$ cat src/rtl/twi_pkg.sv
package twi_pkg;

    localparam int WORD_W = 8;

    localparam logic [3:0] DEVTYPE_MEM     = 4'b1010;
    localparam logic [3:0] DEVTYPE_MEM_ALT = 4'b1011;
    localparam logic [3:0] DEVTYPE_CFG     = 4'b1001;

    typedef enum logic [3:0] {
        ST_IDLE,
        ST_DEV,
        ST_DEV_ACK,
        ST_WADDR,
        ST_WADDR_ACK,
        ST_WDATA,
        ST_WDATA_ACK,
        ST_RDATA,
        ST_RACK,
        ST_WAIT_STOP
    } twi_state_e;

    typedef enum logic {
        SPACE_MEM = 1'b0,
        SPACE_CFG = 1'b1
    } twi_space_e;

    typedef struct packed {
        logic scl_rise;
        logic scl_fall;
        logic start;
        logic stop;
        logic sda;
    } twi_evt_t;

    typedef struct packed {
        logic              en;
        twi_space_e        space;
        logic [WORD_W-1:0] addr;
        logic [WORD_W-1:0] data;
    } twi_wr_t;

    function automatic logic [3:0] mem_devtype(input logic alt);
        return alt ? DEVTYPE_MEM_ALT : DEVTYPE_MEM;
    endfunction

    // advance only the low lo_bits of an address, keeping the page bits
    function automatic logic [WORD_W-1:0] page_step(input logic [WORD_W-1:0] a,
                                                    input int lo_bits);
        logic [WORD_W-1:0] m;
        m = (WORD_W'(1) << lo_bits) - WORD_W'(1);
        return (a & ~m) | ((a + WORD_W'(1)) & m);
    endfunction

endpackage

$ cat src/rtl/twi_glitch_filter.sv
module twi_glitch_filter #(
    parameter int SYNC_STAGES = 2,
    parameter int FILT_LEN    = 3
) (
    input  logic clk,
    input  logic rst,
    input  logic din,
    output logic dout
);
    localparam int CW = $clog2(FILT_LEN + 1);

    logic [SYNC_STAGES-1:0] sync_q;
    logic                   synced;
    logic [CW-1:0]          run_q;

    always_ff @(posedge clk) begin
        if (rst) sync_q <= '1;
        else     sync_q <= {sync_q[SYNC_STAGES-2:0], din};
    end

    assign synced = sync_q[SYNC_STAGES-1];

    // output follows only after FILT_LEN consecutive differing samples
    always_ff @(posedge clk) begin
        if (rst) begin
            dout  <= 1'b1;
            run_q <= '0;
        end else if (synced == dout) begin
            run_q <= '0;
        end else if (run_q == CW'(FILT_LEN - 1)) begin
            dout  <= synced;
            run_q <= '0;
        end else begin
            run_q <= run_q + 1'b1;
        end
    end

    AST_FILTER_HOLDS_SHORT_PULSE: assert property (@(posedge clk) disable iff (rst)
        (synced != dout && run_q == '0) |=> $stable(dout)) else $error("filter passed a one-cycle pulse");

endmodule

$ cat src/rtl/twi_bus_events.sv
module twi_bus_events
    import twi_pkg::*;
(
    input  logic     clk,
    input  logic     rst,
    input  logic     scl_f,
    input  logic     sda_f,
    output twi_evt_t evt
);
    logic scl_q, sda_q;

    always_ff @(posedge clk) begin
        if (rst) begin
            scl_q <= 1'b1;
            sda_q <= 1'b1;
        end else begin
            scl_q <= scl_f;
            sda_q <= sda_f;
        end
    end

    always_comb begin
        evt.scl_rise = scl_f & ~scl_q;
        evt.scl_fall = ~scl_f & scl_q;
        evt.start    = scl_f & scl_q & sda_q & ~sda_f;
        evt.stop     = scl_f & scl_q & ~sda_q & sda_f;
        evt.sda      = sda_f;
    end

endmodule

$ cat src/rtl/twi_reg_store.sv
module twi_reg_store
    import twi_pkg::*;
#(
    parameter int CFG_DEPTH = 32
) (
    input  logic              clk,
    input  twi_wr_t           wr,
    input  twi_space_e        rd_space,
    input  logic [WORD_W-1:0] rd_addr,
    output logic [WORD_W-1:0] rd_data
);
    localparam int MEM_DEPTH = 1 << WORD_W;
    localparam int CFG_AW    = $clog2(CFG_DEPTH);

    logic [WORD_W-1:0] mem_q [MEM_DEPTH];
    logic [WORD_W-1:0] cfg_q [CFG_DEPTH];

    always_ff @(posedge clk) begin
        if (wr.en) begin
            if (wr.space == SPACE_CFG) cfg_q[wr.addr[CFG_AW-1:0]] <= wr.data;
            else                       mem_q[wr.addr]             <= wr.data;
        end
    end

    assign rd_data = (rd_space == SPACE_CFG) ? cfg_q[rd_addr[CFG_AW-1:0]] : mem_q[rd_addr];

endmodule

$ cat src/rtl/twi_slave_fsm.sv
module twi_slave_fsm
    import twi_pkg::*;
#(
    parameter int PAGE_BYTES = 16,
    parameter int WR_CYCLES  = 1500
) (
    input  logic              clk,
    input  logic              rst,
    input  twi_evt_t          evt,
    input  logic [2:0]        strap_addr,
    input  logic              any_addr_en,
    input  logic              mem_alt_sel,
    input  logic [WORD_W-1:0] rd_data,
    output twi_wr_t           wr,
    output twi_space_e        rd_space,
    output logic [WORD_W-1:0] rd_addr,
    output logic              sda_oe
);
    localparam int PAGE_AW = $clog2(PAGE_BYTES);
    localparam int BUSY_W  = $clog2(WR_CYCLES + 1);

    twi_state_e        st_q;
    twi_space_e        space_q;
    logic [WORD_W-1:0] shreg_q;
    logic [WORD_W-1:0] ptr_q;
    logic [3:0]        bitcnt_q;
    logic              rw_q;
    logic              mack_q;
    logic              wr_pending_q;
    logic [BUSY_W-1:0] busy_q;
    logic              busy;
    logic              type_ok;
    logic              addr_ok;

    assign busy     = (busy_q != '0);
    assign rd_addr  = ptr_q;
    assign rd_space = space_q;

    always_comb begin
        type_ok = (shreg_q[7:4] == mem_devtype(mem_alt_sel)) || (shreg_q[7:4] == DEVTYPE_CFG);
        addr_ok = any_addr_en || (shreg_q[3:1] == strap_addr);
    end

    always_ff @(posedge clk) begin
        if (rst) begin
            st_q         <= ST_IDLE;
            space_q      <= SPACE_MEM;
            shreg_q      <= '0;
            ptr_q        <= '0;
            bitcnt_q     <= '0;
            rw_q         <= 1'b0;
            mack_q       <= 1'b0;
            wr_pending_q <= 1'b0;
            busy_q       <= '0;
            sda_oe       <= 1'b0;
            wr           <= '0;
        end else begin
            wr.en <= 1'b0;
            if (busy) busy_q <= busy_q - 1'b1;

            if (evt.stop) begin
                st_q   <= ST_IDLE;
                sda_oe <= 1'b0;
                if (wr_pending_q && !busy) busy_q <= BUSY_W'(WR_CYCLES);
                wr_pending_q <= 1'b0;
            end else if (evt.start) begin
                if (!busy) begin
                    st_q     <= ST_DEV;
                    bitcnt_q <= '0;
                    sda_oe   <= 1'b0;
                end
            end else begin
                unique case (st_q)
                    ST_DEV, ST_WADDR, ST_WDATA: begin
                        if (evt.scl_rise) begin
                            shreg_q  <= {shreg_q[6:0], evt.sda};
                            bitcnt_q <= bitcnt_q + 1'b1;
                        end else if (evt.scl_fall && bitcnt_q == 4'd8) begin
                            bitcnt_q <= '0;
                            if (st_q == ST_DEV) begin
                                if (type_ok && addr_ok) begin
                                    sda_oe  <= 1'b1;
                                    rw_q    <= shreg_q[0];
                                    space_q <= (shreg_q[7:4] == DEVTYPE_CFG) ? SPACE_CFG : SPACE_MEM;
                                    st_q    <= ST_DEV_ACK;
                                end else begin
                                    st_q <= ST_IDLE;
                                end
                            end else if (st_q == ST_WADDR) begin
                                ptr_q  <= shreg_q;
                                sda_oe <= 1'b1;
                                st_q   <= ST_WADDR_ACK;
                            end else begin
                                wr.en        <= 1'b1;
                                wr.space     <= space_q;
                                wr.addr      <= ptr_q;
                                wr.data      <= shreg_q;
                                ptr_q        <= page_step(ptr_q, PAGE_AW);
                                wr_pending_q <= 1'b1;
                                sda_oe       <= 1'b1;
                                st_q         <= ST_WDATA_ACK;
                            end
                        end
                    end
                    ST_DEV_ACK, ST_WADDR_ACK, ST_WDATA_ACK: begin
                        if (evt.scl_fall) begin
                            if (st_q == ST_DEV_ACK && rw_q) begin
                                shreg_q <= rd_data;
                                ptr_q   <= ptr_q + 1'b1;
                                sda_oe  <= ~rd_data[7];
                                st_q    <= ST_RDATA;
                            end else begin
                                sda_oe <= 1'b0;
                                st_q   <= (st_q == ST_DEV_ACK) ? ST_WADDR : ST_WDATA;
                            end
                        end
                    end
                    ST_RDATA: begin
                        if (evt.scl_rise) begin
                            bitcnt_q <= bitcnt_q + 1'b1;
                        end else if (evt.scl_fall) begin
                            if (bitcnt_q == 4'd8) begin
                                sda_oe   <= 1'b0;
                                bitcnt_q <= '0;
                                st_q     <= ST_RACK;
                            end else begin
                                sda_oe  <= ~shreg_q[6];
                                shreg_q <= {shreg_q[6:0], 1'b0};
                            end
                        end
                    end
                    ST_RACK: begin
                        if (evt.scl_rise) begin
                            mack_q <= ~evt.sda;
                        end else if (evt.scl_fall) begin
                            if (mack_q) begin
                                shreg_q <= rd_data;
                                ptr_q   <= ptr_q + 1'b1;
                                sda_oe  <= ~rd_data[7];
                                st_q    <= ST_RDATA;
                            end else begin
                                st_q <= ST_WAIT_STOP;
                            end
                        end
                    end
                    default: ;
                endcase
            end
        end
    end

    AST_OE_ONLY_ACK_OR_READ: assert property (@(posedge clk) disable iff (rst)
        sda_oe |-> (st_q inside {ST_DEV_ACK, ST_WADDR_ACK, ST_WDATA_ACK, ST_RDATA})) else $error("SDA driven outside ack or read");
    AST_BUSY_SILENT: assert property (@(posedge clk) disable iff (rst)
        busy |-> !sda_oe) else $error("SDA driven in write cycle");
    AST_BUSY_IGNORES_START: assert property (@(posedge clk) disable iff (rst)
        (busy && evt.start) |=> (st_q == ST_IDLE)) else $error("START taken in write cycle");
    AST_PAGE_WRAP: assert property (@(posedge clk) disable iff (rst)
        wr.en |-> (ptr_q[WORD_W-1:PAGE_AW] == wr.addr[WORD_W-1:PAGE_AW]) &&
                  (ptr_q[PAGE_AW-1:0] == PAGE_AW'(wr.addr[PAGE_AW-1:0] + 1'b1))) else $error("page pointer left page");
    AST_READ_ADVANCE: assert property (@(posedge clk) disable iff (rst)
        (st_q == ST_RDATA && $past(st_q) != ST_RDATA) |-> (ptr_q == $past(ptr_q) + 1'b1)) else $error("read pointer not advanced");
    AST_NACK_SILENT: assert property (@(posedge clk) disable iff (rst)
        (st_q == ST_WAIT_STOP) |-> !sda_oe) else $error("SDA driven after master NACK");

endmodule

$ cat src/rtl/twi_paged_slave.sv
module twi_paged_slave
    import twi_pkg::*;
#(
    parameter int FILT_LEN   = 3,
    parameter int PAGE_BYTES = 16,
    parameter int CFG_DEPTH  = 32,
    parameter int WR_CYCLES  = 1500
) (
    input  logic       clk,
    input  logic       rst,
    input  logic       scl_i,
    input  logic       sda_i,
    input  logic [2:0] strap_addr,
    input  logic       any_addr_en,
    input  logic       mem_alt_sel,
    output logic       sda_oe
);
    localparam int N_LINES = 2;

    logic [N_LINES-1:0] raw_lines;
    logic [N_LINES-1:0] clean_lines;
    twi_evt_t           evt;
    twi_wr_t            wr;
    twi_space_e         rd_space;
    logic [WORD_W-1:0]  rd_addr;
    logic [WORD_W-1:0]  rd_data;

    assign raw_lines = {scl_i, sda_i};

    for (genvar g = 0; g < N_LINES; g++) begin : g_line
        twi_glitch_filter #(.SYNC_STAGES(2), .FILT_LEN(FILT_LEN)) u_filt (
            .clk (clk),
            .rst (rst),
            .din (raw_lines[g]),
            .dout(clean_lines[g])
        );
    end

    twi_bus_events u_events (
        .clk  (clk),
        .rst  (rst),
        .scl_f(clean_lines[1]),
        .sda_f(clean_lines[0]),
        .evt  (evt)
    );

    twi_slave_fsm #(.PAGE_BYTES(PAGE_BYTES), .WR_CYCLES(WR_CYCLES)) u_fsm (
        .clk        (clk),
        .rst        (rst),
        .evt        (evt),
        .strap_addr (strap_addr),
        .any_addr_en(any_addr_en),
        .mem_alt_sel(mem_alt_sel),
        .rd_data    (rd_data),
        .wr         (wr),
        .rd_space   (rd_space),
        .rd_addr    (rd_addr),
        .sda_oe     (sda_oe)
    );

    twi_reg_store #(.CFG_DEPTH(CFG_DEPTH)) u_store (
        .clk     (clk),
        .wr      (wr),
        .rd_space(rd_space),
        .rd_addr (rd_addr),
        .rd_data (rd_data)
    );

endmodule

$ cat config.mk
export PLATFORM = sky130hd
export DESIGN_NAME = twi_paged_slave
export DESIGN_NICKNAME = d
export VERILOG_FILES = /design/src/rtl/twi_pkg.sv /design/src/rtl/twi_glitch_filter.sv /design/src/rtl/twi_bus_events.sv /design/src/rtl/twi_reg_store.sv /design/src/rtl/twi_slave_fsm.sv /design/src/rtl/twi_paged_slave.sv
export SDC_FILE = /design/constraint.sdc
export NUM_CORES = 2
export LEC_CHECK = 0
export ABC_AREA = 1
export BUFFER_PORTS_ARGS = -buffer_cell sky130_fd_sc_hd__buf_2
export CORE_ASPECT_RATIO = 1.25
export CORE_MARGIN = 2
export CORE_UTILIZATION = 45
export CTS_CLUSTER_DIAMETER = 100
export DETAILED_ROUTE_END_ITERATION = 10
export GPL_ROUTABILITY_DRIVEN = 0
export PLACE_DENSITY = 0.67
export SYNTH_ARGS = -nofsm -noshare
export SYNTH_HDL_FRONTEND = slang
export SYNTH_HIERARCHICAL = 1
export SYNTH_SLANG_ARGS = --single-unit
$ cat constraint.sdc
create_clock -name clk -period 7.17 [get_ports clk]
set_input_delay 0.717 -clock clk [delete_from_list [all_inputs] [get_ports clk]]
set_output_delay 0.717 -clock clk [all_outputs]
set_load 0.01 [all_outputs]
==> flow_summary.ini <==
[timing]
hold_viol = 0
setup_viol = 0
fmax_ghz = 0.2414
slew_viol_final = 0
tns_ns = 0
rsz0062_at_grt = false
finalCritPeriodShare_pct = 57.77
skew_ns = 0.02863
worst_slew_pin_slew_ns = 1.365
period_needed_ns = 4.142
relSlewSlack_pct = 8.324

[power_and_ir_drop]
p_comb_share_pct = 31.0
ir_worst_vdd_uv = 348.1
p_sw_share_pct = 36.28
power_frac_clock_pct = 29.4
p_int_mw = 24.64
p_per_area_nw_per_um2 = 364.7
leakagePower_nw = 34.43
p_switching_mw = 14.03
p_seq_share_pct = 39.6

[setup_path]
worstPathArrival_ns = 4.88
crit_chain = inv_8 > buf_4 > nand3_1 > nand3_1 > nand3_1 > nand3_1 > nand2_1 > nand2_1 > nand2_1 > nand2_1 > nand3_1 > nand3_1 > nand2_1 > nand2_1 > o21ai_0 > o21ai_0 > nor2_1
required_ns = 7.91
max_stage_delay_ns = 0.62
path_class = flop to flop
critPathBufInv = 2
r2r-end = u_fsm/shreg_q[4]
crit_fanout = 91
r2r-start = u_fsm/rd_addr[1]
slowest_stage = buf_4
end_kind = flop
rr_worst_depth = 17
crit_family = simple AND/OR/NAND/NOR gates
start_kind = flop
rrSetupSlack_ns = 3.03

[clocking]
cts_tree = yes
numCtsBuffers = 214
h-tree-depth = 4
clk_transition_reported_paths_ns = 0.06
cts_root_buf = clkbuf_16
postCtsSetupRepairBufs = 0
clk_path_buf_depth = 4
clk_latency_ns = 0.87
clkSinkCount = 2374
cts_hold_buf = 0
ctsResizeCount = 0

[yosys]
netlist_area_um2 = 97130
ys_ff_latch = 2374
synth_common_cells = nand2_1 (2388), edfxtp_1 (2304), nand3_1 (2002), nor2_1 (498), buf_2 (257)
synth_area_per_cell_um2 = 11.62
synth-edff-count = 2304
synth.net_count = 8373
synth_area_leaders = edfxtp_1 (71%), nand3_1 (10%), nand2_1 (9.2%)
ys_warn_count = 6
postSynthCellCount = 8358
async_reset_ff_share_pct = 0
yosys.cell_count.top_type = nand2_1
seq_area_frac_synth_pct = 72.67
yosysUniqueCellTypes = 46
synth_top_area_share_pct = 71.23
synth_area_leader_cell = edfxtp_1
synth_ff_type = edfxtp_1

[job]
maxCapViolCount = 0

[global_routing]
antenna_found_initial = 2
grt_pass1_wl_um = 383700
grt_pass1_vias = 61237
grtUsageTotal_pct = 22.86
grt-ovfl-total = 0
grt_max_degree = 197

[placement]
dpl.cell_count = 10794
io_buffers = 9
dp_hpwl_um = 140000

[cells_and_area]
nNetsFinal = 8145
final_cells = 11180
multi_input_comb_area_um2 = 23420
regArea_um2 = 70640
n_fill_cell = 18503
drive_gt1_share_pct = 5.724
syn_to_final_growth_pct = 9.173

[run_status]
status = complete, no violations

[hold_path]
min_from = scl_i
hp-class = input pin to flop
min_to = g_line[1].u_filt/sync_q[0]
min_path_cells = 2

[floorplan]
die_x_um = 419.5
rows = 190
initial_core_util_pct = 45.30
ios = 10
dieArea_um2 = 219600
die_y_um = 523.4
core_area_um2 = 214400

[detailed_routing]
drc = 0
ant_nets = 0
route.vias.total = 64263
vias_per_cell = 5.748
detail_route.wl_per_cell_um = 22.96
first_pass_iters = 8
wirelength_um = 256700
initialDrtViolationCount = 7761
-- final cells by class --
cell class | count | area share (%)
clock buffer | 255 | 5.235
sequential | 2374 | 66.62
inverter | 117 | 0.4484
antenna | 2 | 0.004720
tap | 2880 | 3.398
timing repair buffer | 105 | 0.9935
multi-input combinational | 5318 | 22.08
clock inverter | 129 | 1.222
-- through the flow --
step                power (mW)  worst slack, ns  hold WS, ns  cell area [um^2]  util, %
detailed placement       27.33            3.175       0.3984             99190    46.26
CTS                      38.56            3.146      0.02519            106000    49.45
finish                   38.67            3.028      0.05450            106000    49.45
global route             40.36            2.767      0.03754            106000    49.45
floorplan                23.68            2.450       0.3832             97130        -
global placement         27.18            3.157       0.3970             99190    46.26
-- kinds of logic (layout without fill, tap and decap cells) --
group	after synthesis	after routing	synth area share, %
and+or+nand+nor	4953	4953	21.91
xor gates and xnor gates	5	5	0.04508
adders and majority gates	6	6	0.07729
buffers and inverters	666	606	3.318
other	0	2	0
AOI/OAI and AO/OA	354	354	1.979
DFF	2374	2374	72.67
-- per-layer routing --
metal,share of wire (%),GRT usage (%)
met2,49,37.76
met4,4.4,9.936
met5,0,0
met3,8.1,3.148
met1,39,30.32
-- cell usage in the layout, fill, tap and decap left out, types with 18 or more instances in the layout --
master | synthesis | routed
nand2_1 | 2388 | 2388
edfxtp_1 | 2304 | 2304
nand3_1 | 2002 | 1986
nor2_1 | 498 | 497
clkbuf_16 | 0 | 216
o21ai_0 | 191 | 191
inv_1 | 105 | 105
buf_4 | 84 | 73
o22ai_1 | 69 | 69
dfxtp_1 | 70 | 56
clkinv_1 | 1 | 46
clkbuf_1 | 128 | 39
clkinv_2 | 0 | 38
o21ai_1 | 38 | 38
a21oi_1 | 37 | 37
bufinv_16 | 0 | 25
nor3_1 | 25 | 25
buf_12 | 0 | 23
nand3_2 | 4 | 18
-- how the worst max path moves through the flow --
stage | cells after the start | end | startpoint
CTS | 18 | u_fsm/shreg_q[5] | u_fsm/rd_addr[0]
global placement | 19 | u_fsm/shreg_q[6] | u_fsm/rd_addr[0]
detailed placement | 18 | u_fsm/shreg_q[5] | u_fsm/rd_addr[0]
finish | 17 | u_fsm/shreg_q[4] | u_fsm/rd_addr[1]
global route | 19 | u_fsm/shreg_q[5] | u_fsm/rd_addr[0]
floorplan | 0 | u_store/cfg_q[0][0] | u_fsm/wr[0]
-- power by group through the flow --
stage | sequential, mW | clock [mW] | combinational, mW
2_1_floorplan | 15.4 | 0 | 8.27
3_3_place_gp | 15.6 | 0 | 11.6
6_report | 15.3 | 11.4 | 12.0
3_5_place_dp | 15.6 | 0 | 11.7
4_1_cts | 15.3 | 11.5 | 11.8
5_1_grt | 15.3 | 12.0 | 13.1
-- sequential cells by signal, summed over array words and instances, names as in the netlist, 4 cells and up --
| name | cells |
|---|---|
| g_line.u_filt/run_q | 4 |
| u_fsm/bitcnt_q | 4 |
| u_fsm/st_q | 4 |
| u_fsm/busy_q | 11 |
| u_store/mem_q | 2048 |
| u_store/cfg_q | 256 |
| u_fsm/shreg_q | 8 |
| u_fsm/rd_addr | 8 |
| g_line.u_filt/sync_q | 4 |
| u_fsm/wr | 18 |
Note: power is estimated with default switching activity, not from simulation.
